[src/rtl/fft_fetch_pkg.sv]
package fft_fetch_pkg;

  typedef enum logic [1:0] {
    RDX_2   = 2'b00,
    RDX_4   = 2'b01,
    RDX_8   = 2'b10,
    RDX_RSV = 2'b11
  } radix_sel_e;

  // log2 of the number of pairs in one unit
  function automatic logic [1:0] unit_lg(input logic [1:0] sel);
    case (sel)
      RDX_4:   unit_lg = 2'd1;
      RDX_8:   unit_lg = 2'd2;
      default: unit_lg = 2'd0;
    endcase
  endfunction

endpackage

[src/rtl/fetch_pass_seq.sv]
module fetch_pass_seq
  import fft_fetch_pkg::*;
#(
  parameter int CNT_W = 12
) (
  input  logic             clk,
  input  logic             rst_n,
  input  logic             start_i,
  input  logic [1:0]       sel_i,
  output logic             busy_o,
  output logic [CNT_W-1:0] cnt_o,
  output logic [1:0]       lg_o,
  output logic             done_o
);

  localparam logic [CNT_W-1:0] LAST = {CNT_W{1'b1}};

  logic             busy_q, busy_d;
  logic [CNT_W-1:0] cnt_q, cnt_d;
  logic [1:0]       lg_q, lg_d;
  logic             done_q, done_d;
  logic             en;

  assign en = busy_q | start_i | done_q;

  always_comb begin
    busy_d = busy_q;
    cnt_d  = cnt_q;
    lg_d   = lg_q;
    done_d = 1'b0;
    if (busy_q) begin
      if (cnt_q == LAST) begin
        busy_d = 1'b0;
        cnt_d  = '0;
        done_d = 1'b1;
      end else begin
        cnt_d = cnt_q + 1'b1;
      end
    end else if (start_i) begin
      busy_d = 1'b1;
      cnt_d  = '0;
      lg_d   = unit_lg(sel_i);
    end
  end

  always_ff @(posedge clk or negedge rst_n) begin
    if (!rst_n) begin
      busy_q <= 1'b0;
      cnt_q  <= '0;
      lg_q   <= 2'd0;
      done_q <= 1'b0;
    end else if (en) begin
      busy_q <= busy_d;
      cnt_q  <= cnt_d;
      lg_q   <= lg_d;
      done_q <= done_d;
    end
  end

  assign busy_o = busy_q;
  assign cnt_o  = cnt_q;
  assign lg_o   = lg_q;
  assign done_o = done_q;

  AST_DONE_ONE_CYCLE: assert property (@(posedge clk) disable iff (!rst_n)
    done_q |=> !done_q);
  AST_MODE_HELD: assert property (@(posedge clk) disable iff (!rst_n)
    (busy_q && $past(busy_q)) |-> $stable(lg_q));
  AST_START_IGNORED: assert property (@(posedge clk) disable iff (!rst_n)
    (busy_q && start_i && cnt_q != LAST) |=> (busy_q && cnt_q == $past(cnt_q) + 1'b1));

endmodule

[src/rtl/fetch_addr_map.sv]
module fetch_addr_map #(
  parameter int ADDR_W = 9,
  parameter int PAIR_W = 3,
  parameter int CNT_W  = 12
) (
  input  logic              clk,
  input  logic              rst_n,
  input  logic              busy_i,
  input  logic [CNT_W-1:0]  cnt_i,
  input  logic [1:0]        lg_i,
  output logic [PAIR_W:0]   bank_lo_o,
  output logic [PAIR_W:0]   bank_hi_o,
  output logic [ADDR_W-1:0] addr_o
);

  logic [CNT_W-1:0]  off_mask;
  logic [CNT_W-1:0]  unit;
  logic [PAIR_W-1:0] pair;
  logic [ADDR_W-1:0] word;

  always_comb begin
    off_mask = (CNT_W'(1) << lg_i) - CNT_W'(1);
    unit     = cnt_i >> (ADDR_W + int'(lg_i));
    pair     = PAIR_W'((unit << lg_i) | (cnt_i & off_mask));
    word     = ADDR_W'(cnt_i >> lg_i);
  end

  assign bank_lo_o = busy_i ? {pair, 1'b0} : '0;
  assign bank_hi_o = busy_i ? {pair, 1'b1} : '0;
  assign addr_o    = busy_i ? word : '0;

  AST_R2_ADDR_STEP: assert property (@(posedge clk) disable iff (!rst_n)
    (busy_i && $past(busy_i) && lg_i == 2'd0) |-> (addr_o == $past(addr_o) + 1'b1));
  AST_IDLE_ZERO: assert property (@(posedge clk) disable iff (!rst_n)
    !busy_i |-> (addr_o == '0 && bank_lo_o == '0 && bank_hi_o == '0));

endmodule

[src/rtl/fft_fetch_agen.sv]
module fft_fetch_agen #(
  parameter int BANKS = 16,
  parameter int WORDS = 512,
  localparam int PAIR_W = $clog2(BANKS / 2),
  localparam int BANK_W = PAIR_W + 1,
  localparam int ADDR_W = $clog2(WORDS),
  localparam int CNT_W  = ADDR_W + PAIR_W
) (
  input  logic              clk,
  input  logic              rst_n,
  input  logic              start,
  input  logic [1:0]        radix_sel,
  output logic              fetch_valid,
  output logic [BANK_W-1:0] bank_lo,
  output logic [BANK_W-1:0] bank_hi,
  output logic [ADDR_W-1:0] word_addr,
  output logic              pass_done
);

  logic             busy;
  logic [CNT_W-1:0] cnt;
  logic [1:0]       lg;

  fetch_pass_seq #(.CNT_W(CNT_W)) u_seq (
    .clk     (clk),
    .rst_n   (rst_n),
    .start_i (start),
    .sel_i   (radix_sel),
    .busy_o  (busy),
    .cnt_o   (cnt),
    .lg_o    (lg),
    .done_o  (pass_done)
  );

  fetch_addr_map #(.ADDR_W(ADDR_W), .PAIR_W(PAIR_W), .CNT_W(CNT_W)) u_map (
    .clk       (clk),
    .rst_n     (rst_n),
    .busy_i    (busy),
    .cnt_i     (cnt),
    .lg_i      (lg),
    .bank_lo_o (bank_lo),
    .bank_hi_o (bank_hi),
    .addr_o    (word_addr)
  );

  assign fetch_valid = busy;

  logic [PAIR_W-1:0] lo_pair;
  assign lo_pair = bank_lo[BANK_W-1:1];

  AST_VALID_DONE_EXCL: assert property (@(posedge clk) disable iff (!rst_n)
    !(fetch_valid && pass_done));
  AST_DONE_AFTER_VALID: assert property (@(posedge clk) disable iff (!rst_n)
    pass_done |-> $past(fetch_valid));
  AST_R2_PAIR_HOLD: assert property (@(posedge clk) disable iff (!rst_n)
    (fetch_valid && $past(fetch_valid) && lg == 2'd0 && word_addr != '0) |-> $stable(bank_lo));
  AST_R4_PAIR_TOGGLE: assert property (@(posedge clk) disable iff (!rst_n)
    (fetch_valid && $past(fetch_valid) && lg == 2'd1) |-> (lo_pair[0] != $past(lo_pair[0])));
  AST_R8_PAIR_ROTATE: assert property (@(posedge clk) disable iff (!rst_n)
    (fetch_valid && $past(fetch_valid) && lg == 2'd2) |-> (lo_pair[1:0] == $past(lo_pair[1:0]) + 2'd1));

endmodule

[config.mk]
export PLATFORM = sky130hd
export DESIGN_NAME = fft_fetch_agen
export DESIGN_NICKNAME = d
export VERILOG_FILES = /design/src/rtl/fft_fetch_pkg.sv /design/src/rtl/fetch_pass_seq.sv /design/src/rtl/fetch_addr_map.sv /design/src/rtl/fft_fetch_agen.sv
export SDC_FILE = /design/constraint.sdc
export NUM_CORES = 1
export LEC_CHECK = 0
export ABC_AREA = 1
export ABC_CLOCK_PERIOD_IN_PS = 1700
export BUFFER_PORTS_ARGS = -buffer_cell sky130_fd_sc_hd__buf_4
export CAP_MARGIN = 20
export CORE_UTILIZATION = 45
export DETAILED_ROUTE_END_ITERATION = 10
export PLACE_DENSITY = 0.67
export SKIP_CTS_REPAIR_TIMING = 1
export SLEW_MARGIN = 20
export SYNTH_ARGS = -nofsm -noshare
export SYNTH_HDL_FRONTEND = slang
export SYNTH_SLANG_ARGS = --single-unit
[constraint.sdc]
create_clock -name clk -period 1.7 [get_ports clk]
set_input_delay 0.085 -clock clk [delete_from_list [all_inputs] [get_ports clk]]
set_output_delay 0.085 -clock clk [all_outputs]
set_load 0.02 [all_outputs]
Word-level counts from Yosys, hierarchy flattened
Index checks and enable logic that the tools add are counted.
{ "totals": {"inputBits": 5, "regBits": 16, "output_inout_bits": 19} }
{ "classes": {"n_eq_ne": 3, "reduce_logical": 3, "shift": 4, "add_sub_neg": 3, "bitwise": 5, "mux": 12} }
{ "op_table": {"columns": ["operator", "count"], "rows": [
  ["$mux 12", 3],
  ["$add 12x1->12 const B", 1],
  ["$eq 12x12->1 const B", 1],
  ["$shl 12x2->3", 1],
  ["$shr 12x2->9", 1],
  ["$shr 12x5->12", 1],
  ["$mux 9", 1],
  ["$mux 4", 2],
  ["$add 4x2->5 const A", 1],
  ["$mux 1", 5],
  ["$pmux 2 s2", 1],
  ["$and 3x3->3", 1],
  ["$or 3x3->3", 1],
  ["$reduce_and 3->1", 1],
  ["$shl 1x2->3 const A", 1],
  ["$sub 3x2->3 const B", 1],
  ["$eq 2x1->1 const B", 1],
  ["$eq 2x2->1 const B", 1],
  ["$or 1x1->1", 2],
  ["$reduce_and 2->1", 1],
  ["$reduce_bool 2->1", 1],
  ["$not 1->1", 1]
]} }

Logic depth before layout (Yosys ltp)
Gate-level depths: netlist of run 1.
{ "logic_depth": {"ltp_word": 5, "mapped_depth": 8, "depth_no_buf": 8} }

Hierarchy
From an unflattened synthesis of run 1, not the netlist that was laid out.
{ "hier_totals": {"cells_unflattened": 199, "hier_area_um2": 1276.2} }
{ "by_module_without_submodules": {"columns": ["module", "cells_per_inst", "seq_area_each_um2", "instances", "area_per_inst_um2"], "rows": [
  ["fetch_pass_seq", 110, 400.4, 1, 852.1],
  ["fetch_addr_map", 89, 0.0, 1, 424.2]
]} }

Worst setup path before layout of run 1
OpenSTA, ideal clock, no wires.
{ "synth_timing": {"kind": "reg-to-output", "startpoint": "register u_seq.busy_q, in the netlist u_seq.busy_o", "endpoint": "output port bank_lo[3]", "arrival_time_ns": 1.653, "setup_slack_ns": -0.038, "stages_incl_launch_ff": 4, "cell_sequence": "dfrtp_1 inv_1 a311oi_1 buf_4"} }
{ "synth_between": {"elab_chain_cells": 1} }
{ "synth_rtl": {"columns": ["element", "line_no", "text"], "rows": [
  ["from (decl)", "fetch_pass_seq.sv:18", "logic busy_q, busy_d;"],
  ["from (signal assigned)", "fetch_pass_seq.sv:53", "busy_q <= busy_d;"],
  ["$mux 4", "fetch_addr_map.sv:28", "assign bank_lo_o = busy_i ? {pair, 1'b0} : '0;"],
  ["to (decl)", "fft_fetch_agen.sv:14", "output logic [BANK_W-1:0] bank_lo,"]
]} }
No other way between the ends.

Worst setup path after layout of run 1
{ "layout_timing": {"startpoint": "register u_seq.lg_q[0], in the netlist u_seq.lg_o[0]", "endpoint": "output port word_addr[0]"} }
{ "layout_between": {"elab_chain_cells": 2} }
{ "layout_rtl": {"columns": ["element", "line_no", "text"], "rows": [
  ["from (decl)", "fetch_pass_seq.sv:20", "logic [1:0] lg_q, lg_d;"],
  ["from (signal assigned)", "fetch_pass_seq.sv:55", "lg_q <= lg_d;"],
  ["$shr 12x2->9", "fetch_addr_map.sv:25", "word = ADDR_W'(cnt_i >> lg_i);"],
  ["$mux 9", "fetch_addr_map.sv:30", "assign addr_o = busy_i ? word : '0;"],
  ["to (decl)", "fft_fetch_agen.sv:16", "output logic [ADDR_W-1:0] word_addr,"]
]} }
No other way between the ends.

==> results of run 1 <==
sequential cells by signal, indices dropped and copies added (netlist names):
register and count:
u_seq.cnt_o 12, u_seq.lg_o 2, u_seq.busy_o 1, u_seq.done_o 1
cell type report:
type                            instances  area share
Clock buffer                            4     0.02487
Sequential cell                        16      0.2762
Inverter                               18     0.04631
Timing Repair Buffer                   33      0.1732
Tap cell                               30     0.02573
Multi-Input combinational cell        135      0.4537
worst paths after layout:
path	startpoint	to	slack [ns]
hold reg to reg	u_seq.cnt_o[6]	u_seq.cnt_o[6]	0.57
max in group asynchronous	rst_n	u_seq.cnt_o[2]	1.34
setup / recovery	u_seq.lg_o[0]	word_addr[0]	0.08
hold / removal	radix_sel[1]	u_seq.lg_o[0]	0.06
min in group asynchronous	rst_n	u_seq.cnt_o[5]	0.16
setup reg to reg	u_seq.cnt_o[0]	u_seq.cnt_o[1]	0.22
cells by family (layout without fill, tap and decap cells):
kind of cell,Yosys count,count (layout),share of synthesized area
adders and majority gates,1,1,0.01030
AOI/OAI and AO/OA,39,39,0.1741
DFF,16,16,0.3296
xor gates and xnor gates,3,3,0.02163
other,1,1,0.003087
and+or+nand+nor,91,91,0.3285
buffers and inverters,31,55,0.1328
placed cells by master (no fill, tap or decap):
cell type / synthesis / final
inv_1: 17 / 17
nand3_4: 1 / 1
o22ai_1: 3 / 3
dlygate4sd3_1: 0 / 2
buf_4: 6 / 31
dfrtp_2: 0 / 2
nor2_1: 23 / 23
nand2_2: 1 / 1
ha_2: 0 / 1
nand3_2: 1 / 1
a31oi_1: 2 / 2
nand4_1: 5 / 5
o21ai_2: 1 / 1
nand2_1: 47 / 47
clkbuf_8: 1 / 1
nand3_1: 12 / 12
inv_2: 1 / 1
xnor2_1: 1 / 1
xor2_1: 2 / 2
o21ai_1: 2 / 5
a311oi_2: 0 / 1
clkbuf_4: 0 / 3
conb_1: 1 / 1
nor2_4: 1 / 1
a21oi_1: 8 / 8
dfrtp_1: 16 / 14
o31ai_1: 1 / 1
o21ai_0: 21 / 18
power breakdown:
group | internal [mW] | total [mW] | switching [mW]
Clock | 0.131 | 0.272 | 0.141
Sequential | 0.464 | 0.591 | 0.127
Combinational | 0.433 | 1.05 | 0.614
metal layers:
layer / vias up / wire length [um]
met5: - / 0
met4: 0 / 46
met3: 5 / 162
met2: 35 / 1493
met1: 619 / 1516
li1: 640 / -
worst reg2reg max path: stages (launching register included):
cell	delay, ns
dfrtp_1	0.48
ha_2	0.28
nand2_1	0.06
nor2_1	0.09
nand3_1	0.09
nand2_2	0.15
inv_1	0.10
nand2_1	0.08
o21ai_1	0.06
==> results.md, run 1 <==
* H-tree Lvls at 1
* Via density at 5.504
* Die Y at approximately 54 um
* Area of the multi-input gates at 661.9 um2
* Ys async rst share at 1.000
* Seq/Total Area, Yosys at 0.3296
* I/O pin count at 24
* Worst VDD drop at 0.0008987 V
* Area post-placement at roughly 0.0014 mm2
* First-pass GRT wire length at 5126 um
* Critical path type: flop to output port
* RSZ-0062 raised after global routing: true
* R2r worst-path depth at 8
* Drt pass-1 iters at 4
* Final setup violation count at 0
* Fill count at 251
* Hold violation count in the final report at 0
* GR Util All Layers at 0.2501
* Synthesized Nets at 188
* CP Max Fanout at 12
* Number of instances in the placed design at 227
* DR iter-0 viols at 52
* DIE AREA at 0.002912 mm2
* CP Launch Type: flop
* WP data required at 1.62 ns
* Hold WC Path Type: input pin to flop
* Maximum operating frequency at 616.5 MHz
* Leak at 0.6698 nW
* PD cells at 1308 mW/mm2
* N_diodes at 0
* Core region area at approximately 0.0025 mm2
* Largest net degree at the start of global routing at 17
* CTS Root Cell: clkbuf_4
* Setup WS post-layout at 0.07785 ns
* Nets at 213
* Reg area at 402.9 um2
* CP max-delay cell: dfrtp_1
* Routed WL at 3218 um
* Drc violations at 0
* Layout Utilization at 0.5784
* Top FF cell, synth: dfrtp_1
* Global route hottest layer: met2
* Synth Register Bits at 16
* Max Slew Vio Count at 0
* DP HPWL at between 2000 and 2500 um
* Clock latency on the worst-skew pair at 0.31 ns
* Post-synth top area cell: dfrtp_1
* I/O Buffers at 22
* Met2 GRT Util at 0.3889
* Initial antenna violation count at 0
* Vias in the first global route at 1101
* Total Power at 1.909 mW
* Top cell type's share of synthesized area at 0.3296
* Clk slew on worst S/H paths at ~0.1 ns
* Met3 Resource Use GR at 0.03390
* WL/cell at 13.64 um
* Post-Synthesis Cells at 182
* Finished Cell Area at 0.001459 mm2
* Synthesized area per cell at 6.675 um2
* TritonCTS clock tree: done
* Cell breakdown of the critical path: buf_4 -> o21ai_1 -> o21ai_0 -> a31oi_1 -> buf_4
* Final period utilization at 0.9542
* Tmin final at about 1.6 ns
* Post-synth EDFFs at 0
* Worst Path Arrival at 1.54 ns
* Clock tree buffer depth at 2
* Crit path buf inv count at 2
* Ys Warns at 0
* Area of the mapped netlist at approximately 0.0012 mm2
* CP Capture Type: output port
* Cell row count at 18
* Synth-to-layout area growth at 20.08%
* Maxcap violations at 0
* # clock sinks at 16
* CP top delay family: compound AO/OA/AOI/OAI gates
* Met1 Use GR at 0.3496
* Final cell count without fillers at 236
* Status: finished clean
* Most common cell in the netlist: nand2_1
* Final ANT Viol Nets at 0
* Total negative slack at 0 ns
* Post-place setup slack at around 0.19 ns
* Routed vias at about 1300
* CP dominant cell by count: buf_4
* Initial Utilization at 0.4816
* Final Wtd Congestion at 0.9414
* Cells on Worst Hold Path at 4
* Synth unique cells at 28
* Synth cell count leaders: 47 x nand2_1, 23 x nor2_1, 21 x o21ai_0
* Main area contributors after synthesis: dfrtp_1 33%, nand2_1 15%, o21ai_0 8.7%
* CTS buffer count at 3
* Critical path depth at 5
* Hold WS at 0.05893 ns
* Die W at 53.96 um
* Share of cells above drive strength 1 at 0.2184
* Skew final at 0.009161 ns
* CP max stage delay at about 0.4 ns
* GR Overflow Total at 0
Power figures use the tool's default switching activity.
==> run 2: changes to the inputs <==
--- a/config.mk
+++ b/config.mk
@@ -6,7 +6,7 @@
 export NUM_CORES = 1
 export LEC_CHECK = 0
 export ABC_AREA = 1
-export ABC_CLOCK_PERIOD_IN_PS = 1700
+export ABC_CLOCK_PERIOD_IN_PS = 2100
 export BUFFER_PORTS_ARGS = -buffer_cell sky130_fd_sc_hd__buf_4
 export CAP_MARGIN = 20
 export CORE_UTILIZATION = 45
==> constraint.sdc (replaced) <==
create_clock -name clk -period 2.1 [get_ports clk]
set_input_delay 0.105 -clock clk [delete_from_list [all_inputs] [get_ports clk]]
set_output_delay 0.105 -clock clk [all_outputs]
set_load 0.02 [all_outputs]
==> run 2 against run 1 <==
Power is 27% lower. Routed wire length is 0.22% lower. Clock skew is 0.0034 ns lower. Final area is 6.4% lower. Register-to-register slack better by 0.30 ns. Cell count is 4.2% lower. Critical endpoint is now bank_lo[3]. Highest routed layer unchanged.
==> results.md, run 2 (synthesized netlist as in run 1, its figures left out) <==
* Worst-Margin Slew at 0.5750 ns
* Vias in the first global route at between 1000 and 1500
* Area post-placement at 0.001331 mm2
* Hold WC Path Type: input pin to flop
* Status: finished clean
* Hold violation count in the final report at 0
* GR Util All Layers at 0.2510
* Cell row count at 18
* Worst VDD drop at 0.0006361 V
* Most common cell after layout, fill and taps aside: nand2_1
* CP Launch Type: flop
* Initial Utilization at 0.4816
* TritonCTS clock tree: done
* Most frequent cells in the layout: 47 x nand2_1, 23 x nor2_1, 23 x buf_4
* Final ANT Viol Nets at 0
* Clock latency on the worst-skew pair at approximately 0.29 ns
* Internal power at 715.0 uW
* Initial antenna violation count at 0
* Clock share of power at 0.116
* CP Max Fanout at 17
* I/O pin count at 24
* Via density at 5.602
* Total negative slack at 0 ns
* CP Capture Type: output port
* Routed WL at 3211 um
* I/O Buffers at 22
* Final period utilization at 0.9514
* H-tree Lvls at 1
* PD cells at 1022 mW/mm2
* Nets at 204
* Share of cells above drive strength 1 at 0.1684
* Critical path type: flop to output port
* WL/cell at ~14 um
* Core region area at roughly 0.0025 mm2
* RSZ-0062 raised after global routing: false
* CTS buffer count at 3
* DR iter-0 viols at 39
* DP HPWL at about 2400 um
* WP data required at 2.00 ns
* Seq pwr share at 0.390
* DIE AREA at 0.002912 mm2
* Die Y at approximately 54 um
* Switching Share at 0.4875
* Fill count at 278
* Clk slew on worst S/H paths at 0.09 ns
* Maxcap violations at 0
* P_sw at 680.1 uW
* Maximum operating frequency at 500.5 MHz
* Synth-to-layout area growth at 12.36%
* Skew final at 0.005800 ns
* CTS Root Cell: clkbuf_4
* Worst Path Arrival at 1.89 ns
* Largest net degree at the start of global routing at 24
* First-pass GRT wire length at 5050 um
* Post-place setup slack at around 0.45 ns
* Finished Cell Area at approximately 0.0014 mm2
* Drt pass-1 iters at 4
* # clock sinks at 16
* Max-slew headroom at 0.6167
* Clock tree buffer depth at 2
* Die W at 53.96 um
* N_diodes at 0
* Leak at 0.6199 nW
* Tmin final at 1.998 ns
* Drc violations at 0
* Routed vias at 1266
* Final setup violation count at 0
* Final Wtd Congestion at 0.9421
* Hold WS at between 0.004 and 0.005 ns
* Setup WS post-layout at roughly 0.10 ns
* Combinational fraction of design power at 0.494
* Max reg flops at 12
* Max Slew Vio Count at 0
* GR Overflow Total at 0
-- run 2: cell count changes in the layout (fill, tap and decap cells not counted) --
cell	change
ha_1	+1
o21ai_0	+3
ha_2	-1
a311oi_2	-1
a311oi_1	+1
buf_4	-8
dfrtp_1	+1
clkbuf_8	-1
dfrtp_2	-1
dlygate4sd3_1	-1
o21ai_1	-3
-- run 2: worst paths after layout --
kind | from | to | slack (ns) | cells past startpoint
max reg2reg | u_seq.cnt_o[0] | u_seq.cnt_o[8] | 0.52 | 6
min reg2reg | u_seq.cnt_o[7] | u_seq.cnt_o[7] | 0.61 | 2
min in group asynchronous | rst_n | u_seq.cnt_o[4] | 0.20 | 2
min | radix_sel[0] | u_seq.lg_o[1] | 0.005 | 2
max in group asynchronous | rst_n | u_seq.lg_o[0] | 1.69 | 2
max | u_seq.busy_o | bank_lo[3] | 0.10 | 3
-- run 2: critical path, stage by stage (launching register included) --
cell	delay, ns
dfrtp_1	0.72
inv_1	0.31
a311oi_1	0.38
buf_4	0.20
-- run 2: layer usage --
| layer | up-vias | wire length [um] | part of all wire | track usage |
|---|---|---|---|---|
| met5 | - | 0 | 0 | 0 |
| met4 | 0 | 39 | 0.012 | 0.1140 |
| met3 | 6 | 204 | 0.064 | 0.05367 |
| met2 | 54 | 1519 | 0.47 | 0.3951 |
| met1 | 584 | 1448 | 0.45 | 0.3258 |
| li1 | 622 | - | - | - |
-- run 2: power by group through the flow --
stage          registers, mW  clock network (mW)  logic (mW)
2_1_floorplan          0.436                   0       0.600
3_3_place_gp           0.543                   0       0.682
3_5_place_dp           0.546                   0       0.683
4_1_cts                0.540               0.168       0.686
5_1_grt                0.562               0.179       0.766
6_report               0.544               0.162       0.689
-- run 2: stage by stage --
stage          total power [mW]  utilization  instances
5_1_grt                   1.508       0.5412        226
4_1_cts                   1.393       0.5367        225
2_1_floorplan             1.035            -        182
3_3_place_gp              1.225       0.5278        222
3_5_place_dp              1.229       0.5278        222
6_report                  1.395       0.5412        226
-- run 2: final cells by class --
type	instances	area [um2]	area share
multi-input combinational	135	653.1	0.4785
sequential	16	401.6	0.2942
timing repair buffer	24	182.7	0.1338
inverter	18	67.56	0.04950
tap	30	37.54	0.02750
clock buffer	3	22.52	0.01650
